--- src/rtl/swz_pkg.sv ---
package swz_pkg;

  typedef enum logic [1:0] {
    ST_IDLE = 2'd0,
    ST_RUN  = 2'd1,
    ST_FIN  = 2'd2,
    ST_BAD  = 2'd3
  } swz_state_e;

  // byte count of one element for a width code
  function automatic logic [3:0] lane_bytes(input logic [1:0] ew);
    return 4'd1 << ew;
  endfunction

  // byte address of element idx in a region starting at base
  function automatic logic [31:0] elem_addr(input logic [31:0] base,
                                            input logic [31:0] idx,
                                            input logic [1:0]  ew);
    return base + (idx << ew);
  endfunction

  // keeps only the bytes that belong to one element
  function automatic logic [63:0] width_mask(input logic [1:0] ew);
    case (ew)
      2'd0:    return 64'h0000_0000_0000_00ff;
      2'd1:    return 64'h0000_0000_0000_ffff;
      2'd2:    return 64'h0000_0000_ffff_ffff;
      default: return 64'hffff_ffff_ffff_ffff;
    endcase
  endfunction

endpackage

--- src/rtl/swz_cfg_check.sv ---
module swz_cfg_check #(
  parameter int LANES = 4,
  parameter int SELW  = 2,
  parameter int LW    = 3
) (
  input  logic [LW-1:0]         src_len,
  input  logic [LW-1:0]         dst_len,
  input  logic [LANES*SELW-1:0] sel,
  output logic                  cfg_ok
);
  logic [LANES-1:0] lane_ok;
  logic             src_len_ok;
  logic             dst_len_ok;

  assign src_len_ok = (src_len != '0) && (src_len <= LW'(LANES));
  assign dst_len_ok = (dst_len != '0) && (dst_len <= LW'(LANES));

  for (genvar j = 0; j < LANES; j++) begin : g_lane
    logic [SELW-1:0] pick;
    assign pick       = sel[j*SELW +: SELW];
    assign lane_ok[j] = (LW'(j) >= dst_len) || (LW'(pick) < src_len);
  end

  assign cfg_ok = src_len_ok && dst_len_ok && (&lane_ok);
endmodule

--- src/rtl/swz_seq.sv ---
module swz_seq
  import swz_pkg::*;
#(
  parameter int VL_W = 8,
  parameter int LW   = 3
) (
  input  logic            clk,
  input  logic            rst_n,
  input  logic            start,
  input  logic            cfg_ok,
  input  logic [VL_W-1:0] vl,
  input  logic [LW-1:0]   dst_len,
  output logic            accept,
  output logic [VL_W-1:0] sub_idx,
  output logic [LW-1:0]   lane_idx,
  output logic            wr_fire,
  output logic            fin,
  output logic            bad,
  output logic            busy
);
  swz_state_e      state_q;
  logic [VL_W-1:0] vl_q;
  logic [LW-1:0]   dlen_q;
  logic            last_lane;
  logic            last_sub;

  assign accept    = start && (state_q == ST_IDLE);
  assign last_lane = (lane_idx + LW'(1)) == dlen_q;
  assign last_sub  = sub_idx == (vl_q - VL_W'(1));

  always_ff @(posedge clk or negedge rst_n) begin
    if (!rst_n) begin
      state_q  <= ST_IDLE;
      sub_idx  <= '0;
      lane_idx <= '0;
      vl_q     <= '0;
      dlen_q   <= '0;
    end else begin
      case (state_q)
        ST_IDLE: if (start) begin
          sub_idx  <= '0;
          lane_idx <= '0;
          vl_q     <= vl;
          dlen_q   <= dst_len;
          if (!cfg_ok)          state_q <= ST_BAD;
          else if (vl == '0)    state_q <= ST_FIN;
          else                  state_q <= ST_RUN;
        end
        ST_RUN: begin
          if (last_lane) begin
            lane_idx <= '0;
            if (last_sub) state_q <= ST_FIN;
            else          sub_idx <= sub_idx + VL_W'(1);
          end else begin
            lane_idx <= lane_idx + LW'(1);
          end
        end
        default: state_q <= ST_IDLE;
      endcase
    end
  end

  assign wr_fire = state_q == ST_RUN;
  assign fin     = state_q == ST_FIN;
  assign bad     = state_q == ST_BAD;
  assign busy    = state_q != ST_IDLE;
endmodule

--- src/rtl/swz_addr.sv ---
module swz_addr
  import swz_pkg::*;
#(
  parameter int AW    = 10,
  parameter int VL_W  = 8,
  parameter int LANES = 4,
  parameter int SELW  = 2,
  parameter int LW    = 3
) (
  input  logic [AW-1:0]         src_base,
  input  logic [AW-1:0]         dst_base,
  input  logic [LW-1:0]         src_len,
  input  logic [LW-1:0]         dst_len,
  input  logic [1:0]            ew,
  input  logic [LANES*SELW-1:0] sel,
  input  logic [VL_W-1:0]       sub_idx,
  input  logic [LW-1:0]         lane_idx,
  output logic [AW-1:0]         rd_addr,
  output logic [AW-1:0]         wr_addr
);
  logic [SELW-1:0] pick;
  logic [31:0]     src_idx;
  logic [31:0]     dst_idx;
  logic [31:0]     rd_full;
  logic [31:0]     wr_full;

  always_comb begin
    pick = '0;
    for (int k = 0; k < LANES; k++)
      if (LW'(k) == lane_idx) pick = sel[k*SELW +: SELW];
  end

  assign src_idx = 32'(sub_idx) * 32'(src_len) + 32'(pick);
  assign dst_idx = 32'(sub_idx) * 32'(dst_len) + 32'(lane_idx);
  assign rd_full = elem_addr(32'(src_base), src_idx, ew);
  assign wr_full = elem_addr(32'(dst_base), dst_idx, ew);
  assign rd_addr = rd_full[AW-1:0];
  assign wr_addr = wr_full[AW-1:0];
endmodule

--- src/rtl/swz_engine.sv ---
module swz_engine
  import swz_pkg::*;
#(
  parameter int AW    = 10,
  parameter int VL_W  = 8,
  parameter int LANES = 4,
  parameter int SELW  = $clog2(LANES),
  parameter int LW    = $clog2(LANES + 1)
) (
  input  logic                  clk,
  input  logic                  rst_n,
  input  logic                  start,
  input  logic [VL_W-1:0]       vl,
  input  logic [LW-1:0]         src_len,
  input  logic [LW-1:0]         dst_len,
  input  logic [1:0]            ew,
  input  logic [LANES*SELW-1:0] sel,
  input  logic [AW-1:0]         src_base,
  input  logic [AW-1:0]         dst_base,
  output logic [AW-1:0]         rd_addr,
  input  logic [63:0]           rd_data,
  output logic                  wr_en,
  output logic [AW-1:0]         wr_addr,
  output logic [63:0]           wr_data,
  output logic [1:0]            wr_size,
  output logic                  busy,
  output logic                  done,
  output logic                  err
);
  logic                  cfg_ok;
  logic                  accept;
  logic [VL_W-1:0]       sub_idx;
  logic [LW-1:0]         lane_idx;
  logic [AW-1:0]         sbase_q, dbase_q;
  logic [LW-1:0]         slen_q, dlen_q;
  logic [1:0]            ew_q;
  logic [LANES*SELW-1:0] sel_q;

  swz_cfg_check #(.LANES(LANES), .SELW(SELW), .LW(LW)) u_cfg (
    .src_len (src_len),
    .dst_len (dst_len),
    .sel     (sel),
    .cfg_ok  (cfg_ok)
  );

  swz_seq #(.VL_W(VL_W), .LW(LW)) u_seq (
    .clk      (clk),
    .rst_n    (rst_n),
    .start    (start),
    .cfg_ok   (cfg_ok),
    .vl       (vl),
    .dst_len  (dst_len),
    .accept   (accept),
    .sub_idx  (sub_idx),
    .lane_idx (lane_idx),
    .wr_fire  (wr_en),
    .fin      (done),
    .bad      (err),
    .busy     (busy)
  );

  always_ff @(posedge clk or negedge rst_n) begin
    if (!rst_n) begin
      sbase_q <= '0;
      dbase_q <= '0;
      slen_q  <= '0;
      dlen_q  <= '0;
      ew_q    <= '0;
      sel_q   <= '0;
    end else if (accept) begin
      sbase_q <= src_base;
      dbase_q <= dst_base;
      slen_q  <= src_len;
      dlen_q  <= dst_len;
      ew_q    <= ew;
      sel_q   <= sel;
    end
  end

  swz_addr #(.AW(AW), .VL_W(VL_W), .LANES(LANES), .SELW(SELW), .LW(LW)) u_addr (
    .src_base (sbase_q),
    .dst_base (dbase_q),
    .src_len  (slen_q),
    .dst_len  (dlen_q),
    .ew       (ew_q),
    .sel      (sel_q),
    .sub_idx  (sub_idx),
    .lane_idx (lane_idx),
    .rd_addr  (rd_addr),
    .wr_addr  (wr_addr)
  );

  assign wr_data = rd_data & width_mask(ew_q);
  assign wr_size = ew_q;
endmodule

--- config.mk ---
export PLATFORM = sky130hd
export DESIGN_NAME = swz_engine
export DESIGN_NICKNAME = d
export VERILOG_FILES = /design/src/rtl/swz_pkg.sv /design/src/rtl/swz_cfg_check.sv /design/src/rtl/swz_seq.sv /design/src/rtl/swz_addr.sv /design/src/rtl/swz_engine.sv
export SDC_FILE = /design/constraint.sdc
export NUM_CORES = 1
export LEC_CHECK = 0
export BUFFER_PORTS_ARGS = -buffer_cell sky130_fd_sc_hd__buf_4
export CORE_ASPECT_RATIO = 0.6
export CORE_UTILIZATION = 47
export CTS_CLUSTER_SIZE = 10
export DETAILED_ROUTE_END_ITERATION = 10
export GPL_TIMING_DRIVEN = 0
export PLACE_DENSITY = 0.83
export SLEW_MARGIN = 10
export SYNTH_ARGS = -nofsm -noshare
export SYNTH_HDL_FRONTEND = slang
export SYNTH_SLANG_ARGS = --single-unit
--- constraint.sdc ---
create_clock -name clk -period 5 [get_ports clk]
set_input_delay 0.75 -clock clk [delete_from_list [all_inputs] [get_ports clk]]
set_output_delay 0.75 -clock clk [all_outputs]
set_load 0.01 [all_outputs]
# --- Word-level counts from Yosys, hierarchy flattened ---
# Cells that the tools add are included.
totals:
  reg_bits: 60
  input_bits: 111
  out_inout_bits: 90
  word_cells: 87
op_classes:
  addsub: 7
  n_mul: 2
  order_cmp: 10
  eq_ne: 14
  shifts: 2
  mux: 18
  n_bitwise: 1
  reduce_logical: 22
ops:
  columns: ["operator", "n"]
  rows:
  - ["$pmux 64 s3", 1]
  - ["$and 64x64->64", 1]
  - ["$shl 32x2->10", 2]
  - ["$mux 8", 3]
  - ["$mul 8x3->11", 2]
  - ["$add 10x10->10", 2]
  - ["$mux 2", 9]
  - ["$pmux 8 s2", 1]
  - ["$add 11x2->12", 1]
  - ["$add 11x3->12", 1]
  - ["$lt 2x3->1", 4]
  - ["$add 8x1->8 const B", 1]
  - ["$eq 8x8->1", 1]
  - ["$logic_not 8->1", 1]
  - ["$reduce_and 4->1", 2]
  - ["$sub 8x1->8 const B", 1]
  - ["$eq 2x2->1 const B", 3]
  - ["$eq 2x3->1 const A", 2]
  - ["$ge 1x3->1 const A", 2]
  - ["$ge 2x3->1 const A", 2]
  - ["$le 3x3->1 const B", 2]
  - ["$mux 3", 2]
  - ["$pmux 3 s2", 1]
  - ["$reduce_bool 3->1", 2]
  - ["14 further kinds", 27]

# --- Depth between registers and ports, before layout ---
# Gate-level depths: netlist of the first run.
depth:
  ltp_word: 8
  ltp_mapped: 24
  depth_no_buf: 24

# --- Modules after synthesis ---
# A second synthesis of the first run with hierarchy kept.
hier_totals:
  cells_unflattened: 690
  area_unflattened_um2: 6382.4
modules_own_cells:
  columns: ["module", "n_inst", "cells_per_inst", "area_each_um2", "seq_area_each_um2"]
  rows:
  - ["swz_addr", 1, 355, 2844.0, 0.0]
  - ["swz_engine", 1, 150, 1954.4, 900.9]
  - ["swz_seq", 1, 160, 1415.1, 600.6]
  - ["swz_cfg_check", 1, 25, 168.9, 0.0]

# --- Worst setup path before layout of the first run ---
# OpenSTA, ideal clock, no wires.
synth_path:
  path_type: "reg-to-output"
  startpoint: "register u_seq.sub_idx[0]"
  endpoint: "output port wr_addr[9]"
  t_arrival_ns: 4.574
  required_ns: 4.250
  setup_slack_ns: -0.324
  stages_incl_launch_ff: 20
  n_path_buf: 1
  cell_sequence: "dfrtp_1 > clkbuf_1 > nand2_1 > fa_1 > fa_1 > inv_1 > ha_1 > a211oi_1 > o21bai_1 > a21oi_1 > xnor2_1 > mux2_2 > mux2_2 > ha_1 > a21oi_1 > o211ai_1 > a31o_2 > a21oi_1 > xor2_1 > xnor2_1"
synth_between:
  elab_chain_cells: 4
synth_lines:
  columns: ["element", "line_no", "text"]
  rows:
  - ["start, declared", "swz_seq.sv:14", "output logic [VL_W-1:0] sub_idx,"]
  - ["start signal, assigned", "swz_seq.sv:53", "else sub_idx <= sub_idx + VL_W'(1);"]
  - ["$mul 8x3->11", "swz_addr.sv:34", "assign dst_idx = 32'(sub_idx) * 32'(dst_len) + 32'(lane_idx);"]
  - ["$add 11x3->12", "swz_addr.sv:34", null]
  - ["$shl 32x2->10", "swz_pkg.sv:19", "return base + (idx << ew);"]
  - ["$add 10x10->10", "swz_pkg.sv:19", null]
  - ["end, declared", "swz_engine.sv:23", "output logic [AW-1:0] wr_addr,"]
# No other way between the ends.

# --- Final worst setup path of the first run ---
layout_path:
  startpoint: "register dlen_q[2]"
  endpoint: "output port wr_addr[9]"
layout_between:
  elab_chain_cells: 4
layout_lines:
  columns: ["element", "line_no", "text"]
  rows:
  - ["start, declared", "swz_engine.sv:35", "logic [LW-1:0] slen_q, dlen_q;"]
  - ["start signal, assigned", "swz_engine.sv:74", "dlen_q <= dst_len;"]
  - ["$mul 8x3->11", "swz_addr.sv:34", null]
  - ["$add 11x3->12", "swz_addr.sv:34", null]
  - ["$shl 32x2->10", "swz_pkg.sv:19", null]
  - ["$add 10x10->10", "swz_pkg.sv:19", null]
# No other way between the ends.

==> impl_metrics.json, run 1 <==
{
  "end_kind": "output port",
  "syn_inst": 750,
  "required_ns": 4.25,
  "clkSinkCount": 57,
  "r2r-start": "u_seq.lane_idx[0]$_DFFE_PN0P_",
  "start_util": 0.488,
  "die_y_um": 89.2,
  "slew_headroom": 0.313,
  "crit_path_cell_trace": "clkbuf_8 > nand2_2 > fa_1 > fa_1 > buf_6 > fa_2 > buf_4 > xor2_1 > o21ai_0 > nor2_1 > a21oi_1 > ha_1 > o211ai_1 > nand2_1 > a31o_2 > a21oi_2 > xor2_1 > xnor2_1 > buf_4",
  "dp.cells": 1107,
  "finalWorstSetupSlack_ns": -0.722,
  "tritoncts": "built",
  "clock_latency_ns": 0.33,
  "grtUsageTotal": 0.306,
  "diodes": 0,
  "slowest_stage": "fa_1",
  "syn_nets": 944,
  "syn_to_final_growth_pct": 47.4,
  "max_stage_delay_ns": 0.51,
  "numCtsBuffers": 9,
  "postLayoutCellArea_um2": 8790,
  "reg2reg_slack_ns": 2.24,
  "grt.overflow.total": 0,
  "hold_viol": 0,
  "initialDrtViolationCount": 507,
  "yosys.area.top_type": "dfrtp_1",
  "vias": 6604,
  "async_reset_ff_frac": 1.00,
  "setup_viol": 9,
  "drc": 0,
  "dpl_cell_area_um2": 7640,
  "hold_class": "flop to flop",
  "r2r_cells": 10,
  "rsz0062_at_grt": "true",
  "max_freq_mhz": 175,
  "dp_hpwl_mm": 15.1,
  "tightestPinTransition_ns": 1.00,
  "grt_max_degree": 58,
  "yosysUniqueCellTypes": 57,
  "port_buffers": 192,
  "wl_mm": 22.2,
  "multi_input_area_um2": 4600,
  "regArea_um2": 1430,
  "ys.flop_type": "dfrtp_1",
  "fin_setup_tns_ns": -2.78,
  "synth_area_um2": 5960,
  "netlist_top_cells_area": "dfrtp_1 (24%), ha_1 (14%), nand2_1 (10%)",
  "ys_warn_count": 0,
  "finalNonFillerCells": 1166,
  "via_per_inst": 5.66,
  "p_leak_nw": 4.67,
  "r2r-end": "u_seq.sub_idx[4]$_DFFE_PN0P_",
  "drt_pass1_iterations": 5,
  "gp_congestion": 0.909,
  "min_path_cells": 2,
  "root_buffer": "clkbuf_16",
  "rows": 31,
  "drtAntennaViolNets": 0,
  "crit_path_start_kind": "flop",
  "crit_family": "adder cells",
  "cts_buffer_depth": 2,
  "crit_fanout": 4,
  "seq_area_frac_synth": 0.239,
  "fp.coreArea_um2": 12200,
  "outcome": "finished with violations",
  "grt_pass1_wl_mm": 30.9,
  "syn_avg_cell_area_um2": 7.95,
  "synth_top_area_frac": 0.239,
  "p_per_area_nw_per_um2": 644,
  "grt_pass1_vias": 6070,
  "wl_per_cell_um": 19.0,
  "grt_antenna_before_repair": 0,
  "crit_type": "flop to output port",
  "fin_nets": 1190,
  "die_w_um": 147,
  "drive_gt1_frac": 0.364,
  "irDropWorstVdd_mv": 0.549,
  "min_from": "sel_q[5]$_DFFE_PN0P_",
  "num-fill-cells": 877,
  "cp_num_buf_inv": 4,
  "slew_violations": 0,
  "fin_crit_ns": 5.72,
  "fin_crit_sh": 1.14,
  "htree_levels": 3,
  "die-area_um2": 13100,
  "hold_end": "sel_q[5]$_DFFE_PN0P_",
  "finClkSkew_ns": 0.00609,
  "io_pins": 201,
  "clk_pin_slew_ns": 0.05,
  "violations": "setup timing",
  "synth_edf_count": 0,
  "cap_violations": 0,
  "ys_ff_latch": 57,
  "cp_data_arrival_time_ns": 4.97
}
[power breakdown]
group	leakage [nW]	switching, W	internal [W]
logic	3.80	0.00217	0.00193
clock network	0.155	0.000224	0.000435
registers	0.710	0.000236	0.000663
total	4.67	0.00263	0.00302
[layout make-up]
cell class / instances / area share
Clock inverter: 7 / 0.0108
Sequential cell: 57 / 0.163
Multi-Input combinational cell: 603 / 0.523
Tap cell: 165 / 0.0235
Clock buffer: 9 / 0.0256
Timing Repair Buffer: 241 / 0.211
Inverter: 45 / 0.0192
Buffer: 39 / 0.0241
[what timing repair did]
action	4_1_cts	5_1_grt
hold buffers	0	0
pin swaps	26	41
setup buffers	32	18
setup endpoints to repair	9	10
gates resized for setup	53	69
cloned	0	0
[flip-flops by register name, summed over array words and instances (netlist names)]
name            cells
dbase_q            10
sbase_q            10
sel_q               8
u_seq.sub_idx       8
u_seq.vl_q          8
dlen_q              3
slen_q              3
u_seq.lane_idx      3
u_seq.state_q       2
wr_size             2
[metrics by stage]
stage	utilization	hold slack [ns]	setup slack, ns	total power, W
2_1_floorplan	-	0.446	0.00238	0.00279
6_report	0.719	0.484	-0.722	0.00566
4_1_cts	0.688	0.481	-0.617	0.00497
3_3_place_gp	0.625	0.457	-0.537	0.00394
5_1_grt	0.719	0.508	-0.909	0.00599
3_5_place_dp	0.625	0.466	-0.572	0.00401
[worst min-delay path: cells and delay by family, from the launching register on]
family / cells / cell delay (ns)
DFF: 1 / 0.34
and+or+nand+nor: 2 / 0.11
[metal layers]
layer	routed length, um	track usage
met4	584	0.0806
met1	8360	0.377
met2	10900	0.535
met3	2400	0.0862
met5	0	0
[cell usage after synthesis, drive strengths merged, types with 7 or more instances]
cell type / count
dfrtp: 57
fa: 17
buf: 12
and3: 34
nand2: 165
nand4: 7
a21o: 9
clkbuf: 33
a21oi: 38
nor2b: 13
and2: 51
nor2: 24
o21ai: 33
xor2: 16
nand2b: 10
inv: 45
mux2i: 13
ha: 66
xnor2: 33
[layout by cell type, fill, tap and decap left out, types with 4 or more instances in the layout]
cell / n
o21ai_1: 7
and3_1: 34
and2_1: 48
inv_1: 37
fa_1: 15
a21oi_2: 17
a21o_1: 9
nor2b_1: 12
xor2_1: 14
clkbuf_16: 9
a31oi_1: 4
nor3_1: 4
buf_4: 239
clkbuf_1: 24
inv_2: 8
o211ai_1: 6
nand2_1: 161
dfrtp_2: 6
nand4_1: 7
or2_2: 4
ha_4: 14
buf_6: 11
nand2b_1: 9
nor2_1: 21
dfrtp_1: 51
o21ai_0: 23
ha_1: 47
xnor2_1: 31
mux2i_1: 12
a21oi_1: 19
ha_2: 5
[worst max path at each step]
stage | slack (ns) | endpoint | cells after the start | from
final | -0.72 | wr_addr[9] | 19 | dlen_q[2]$_DFFE_PN0P_
after global routing | -0.91 | wr_addr[9] | 21 | dlen_q[0]$_DFFE_PN0P_
after CTS | -0.62 | wr_addr[9] | 20 | u_seq.sub_idx[2]$_DFFE_PN0P_
after detailed placement | -0.57 | wr_addr[9] | 20 | u_seq.sub_idx[2]$_DFFE_PN0P_
after global placement | -0.54 | wr_addr[9] | 20 | u_seq.sub_idx[2]$_DFFE_PN0P_
after floorplan | 0.002 | wr_addr[9] | 19 | u_seq.sub_idx[0]$_DFFE_PN0P_
[cells by family (layout without fill, tap and decap cells)]
group                    count (synthesis)  count (layout)  synth area share
AND/OR/NAND/NOR                        331             331             0.271
AO/OA/AOI/OAI                          121             121             0.126
buffers and inverters                   90             341            0.0626
adder cells (fa/ha/maj)                 83              83             0.196
flip-flops                              57              57             0.239
XOR/XNOR                                49              49            0.0720
multiplexers                            19              19            0.0332
Note: power is estimated with default switching activity, not from simulation.
==> run 2: changes to the inputs <==
==> constraint.sdc (replaced) <==
create_clock -name clk -period 5 [get_ports clk]
set_input_delay 0.75 -clock clk [delete_from_list [all_inputs] [get_ports clk]]
set_output_delay 0.75 -clock clk [all_outputs]
set_load 0.005 [all_outputs]
==> run 2 against run 1 <==
The flow still finishes with violations (setup timing). Worst hold slack worse by 0.0059 ns. Sequential cell count unchanged. Clock skew fell by 0.0029 ns. Utilization up 0.35 points. First-iteration DRC count grew 0.59%. Non-clock buffer count is 5 higher. Sequential share of layout area down 0.11 points. Largest power group unchanged.
==> impl_metrics.json, run 2 (synthesis gave the netlist of run 1 again) <==
{
  "pwr-share-clk": 0.115,
  "crit_fanout": 3,
  "clkSinkCount": 57,
  "r2r-end": "u_seq.sub_idx[6]$_DFFE_PN0P_",
  "wl_per_cell_um": 18.4,
  "initialDrtViolationCount": 510,
  "gp_congestion": 0.894,
  "tightestPinTransition_ns": 0.740,
  "dp_hpwl_mm": 14.9,
  "grt.overflow.total": 0,
  "reg2reg_slack_ns": 2.09,
  "p_per_area_nw_per_um2": 613,
  "power.switching_w": 0.00242,
  "fp.coreArea_um2": 12200,
  "internal-power_w": 0.00299,
  "fin_util": 0.723,
  "slew_violations": 0,
  "hold_class": "flop to flop",
  "tritoncts": "built",
  "port_buffers": 192,
  "seqPwrFrac": 0.165,
  "setup_viol": 9,
  "end_kind": "output port",
  "finalNonFillerCells": 1173,
  "slowest_stage": "fa_1",
  "grt_pass1_vias": 6234,
  "finalWorstSetupSlack_ns": -0.741,
  "drt_pass1_iterations": 5,
  "wl_mm": 21.5,
  "crit_family": "adder cells",
  "cp_num_buf_inv": 4,
  "crit_path_start_kind": "flop",
  "slew_headroom": 0.507,
  "drtAntennaViolNets": 0,
  "hold_viol": 0,
  "start_util": 0.488,
  "p_leak_nw": 4.69,
  "rsz0062_at_grt": "true",
  "htree_levels": 3,
  "root_buffer": "clkbuf_16",
  "r2r_cells": 10,
  "cts_buffer_depth": 2,
  "fin_crit_sh": 1.15,
  "hold_end": "sel_q[3]$_DFFE_PN0P_",
  "io_pins": 201,
  "via_per_inst": 5.60,
  "die-area_um2": 13100,
  "r2r-start": "u_seq.lane_idx[0]$_DFFE_PN0P_",
  "fin_nets": 1195,
  "irDropWorstVdd_mv": 0.500,
  "crit_path_cell_trace": "clkbuf_8 > nand2_4 > fa_1 > fa_1 > buf_4 > fa_2 > inv_1 > a21o_1 > a21oi_2 > xnor2_1 > mux2_4 > mux2_4 > ha_4 > a21oi_4 > o211ai_1 > a31o_2 > a21oi_2 > xor2_1 > xnor2_1 > buf_4",
  "violations": "setup timing",
  "min_path_cells": 2,
  "biggestRegsByFlops": "dbase_q (10), sbase_q (10)",
  "grt_antenna_before_repair": 2,
  "final_common_cell": "buf_4",
  "crit_type": "flop to output port",
  "grt_max_degree": 58,
  "finClkSkew_ns": 0.00323,
  "clk_pin_slew_ns": 0.05,
  "outcome": "finished with violations",
  "die_w_um": 147,
  "required_ns": 4.25,
  "p_comb_frac": 0.720,
  "vias": 6571,
  "grtUsageTotal": 0.314,
  "dp.cells": 1107,
  "worst_hold_slack_ns": 0.478,
  "max_stage_delay_ns": 0.57,
  "holdBufCountCts": 0,
  "rows": 31,
  "syn_to_final_growth_pct": 48.2,
  "clock_latency_ns": 0.33,
  "cp_data_arrival_time_ns": 4.99,
  "max_freq_mhz": 174,
  "layout_common_cells": "buf_4 (244), nand2_1 (160), dfrtp_1 (53)",
  "cap_violations": 0,
  "numCtsBuffers": 9,
  "die_y_um": 89.2,
  "drc": 0,
  "drive_gt1_frac": 0.359,
  "min_from": "sel_q[3]$_DFFE_PN0P_",
  "switching_share": 0.448,
  "grt_pass1_wl_mm": 31.9,
  "fin_crit_ns": 5.74
}
run 2: cell types whose count changed in the layout (fill, tap and decap cells not counted), sizes merged:
cell	previous run	this run
buf	253	257
clkinv	4	1
clkbuf	36	38
clkinvlp	1	3
diode	0	2
bufinv	2	1
inv	45	46
run 2: what timing repair did:
item | CTS | global route
gates resized for setup | 59 | 63
pin swaps | 35 | 45
setup endpoints to repair | 10 | 11
setup buffers | 42 | 13
run 2: final cells by class:
class / count / area [um^2]
Sequential cell: 57 / 1430
Timing Repair Buffer: 245 / 1880
Tap cell: 165 / 206
Inverter: 45 / 169
Clock inverter: 6 / 66.3
Buffer: 40 / 225
Clock buffer: 10 / 239
Multi-Input combinational cell: 603 / 4610
Fill cell: 872 / 3390
Antenna cell: 2 / 5.00
run 2: tightest hold or removal path, delay by kind of cell, from the launching register on:
| family | cells | cell delay (ns) |
|---|---|---|
| AND/OR/NAND/NOR | 2 | 0.11 |
| flip-flops | 1 | 0.34 |
run 2: how the worst max path moves through the flow:
stage,startpoint,to,slack (ns),cells past startpoint
global placement,u_seq.sub_idx[2]$_DFFE_PN0P_,wr_addr[9],-0.54,20
global route,dlen_q[2]$_DFFE_PN0P_,wr_addr[9],-0.92,20
CTS,u_seq.sub_idx[0]$_DFFE_PN0P_,wr_addr[9],-0.56,20
finish,dlen_q[2]$_DFFE_PN0P_,wr_addr[9],-0.74,20
floorplan,u_seq.sub_idx[0]$_DFFE_PN0P_,wr_addr[9],0.0004,19
detailed placement,u_seq.sub_idx[1]$_DFFE_PN0P_,wr_addr[9],-0.55,20
run 2: power by group through the flow:
stage | Combinational (W) | Sequential, W | Clock [W]
final | 0.00390 | 0.000894 | 0.000620
after global routing | 0.00422 | 0.000908 | 0.000646
after CTS | 0.00343 | 0.000854 | 0.000620
after detailed placement | 0.00297 | 0.000865 | 0
after global placement | 0.00291 | 0.000858 | 0
after floorplan | 0.00184 | 0.000789 | 0
run 2: metal layers:
layer	track usage	routed length (um)
met1	0.385	8500
met2	0.523	10000
met3	0.0939	2220
met4	0.138	817
met5	0	0
run 2: per-stage QoR:
stage               total power [W]  setup slack, ns  setup TNS [ns]  instance area (um^2)
floorplan                   0.00263         0.000357               0                  5990
global placement            0.00377           -0.536           -1.08                  7640
detailed placement          0.00384           -0.549           -1.37                  7640
CTS                         0.00490           -0.557           -1.80                  8490
global route                0.00577           -0.920           -4.26                  8830
finish                      0.00541           -0.741           -3.07                  8830
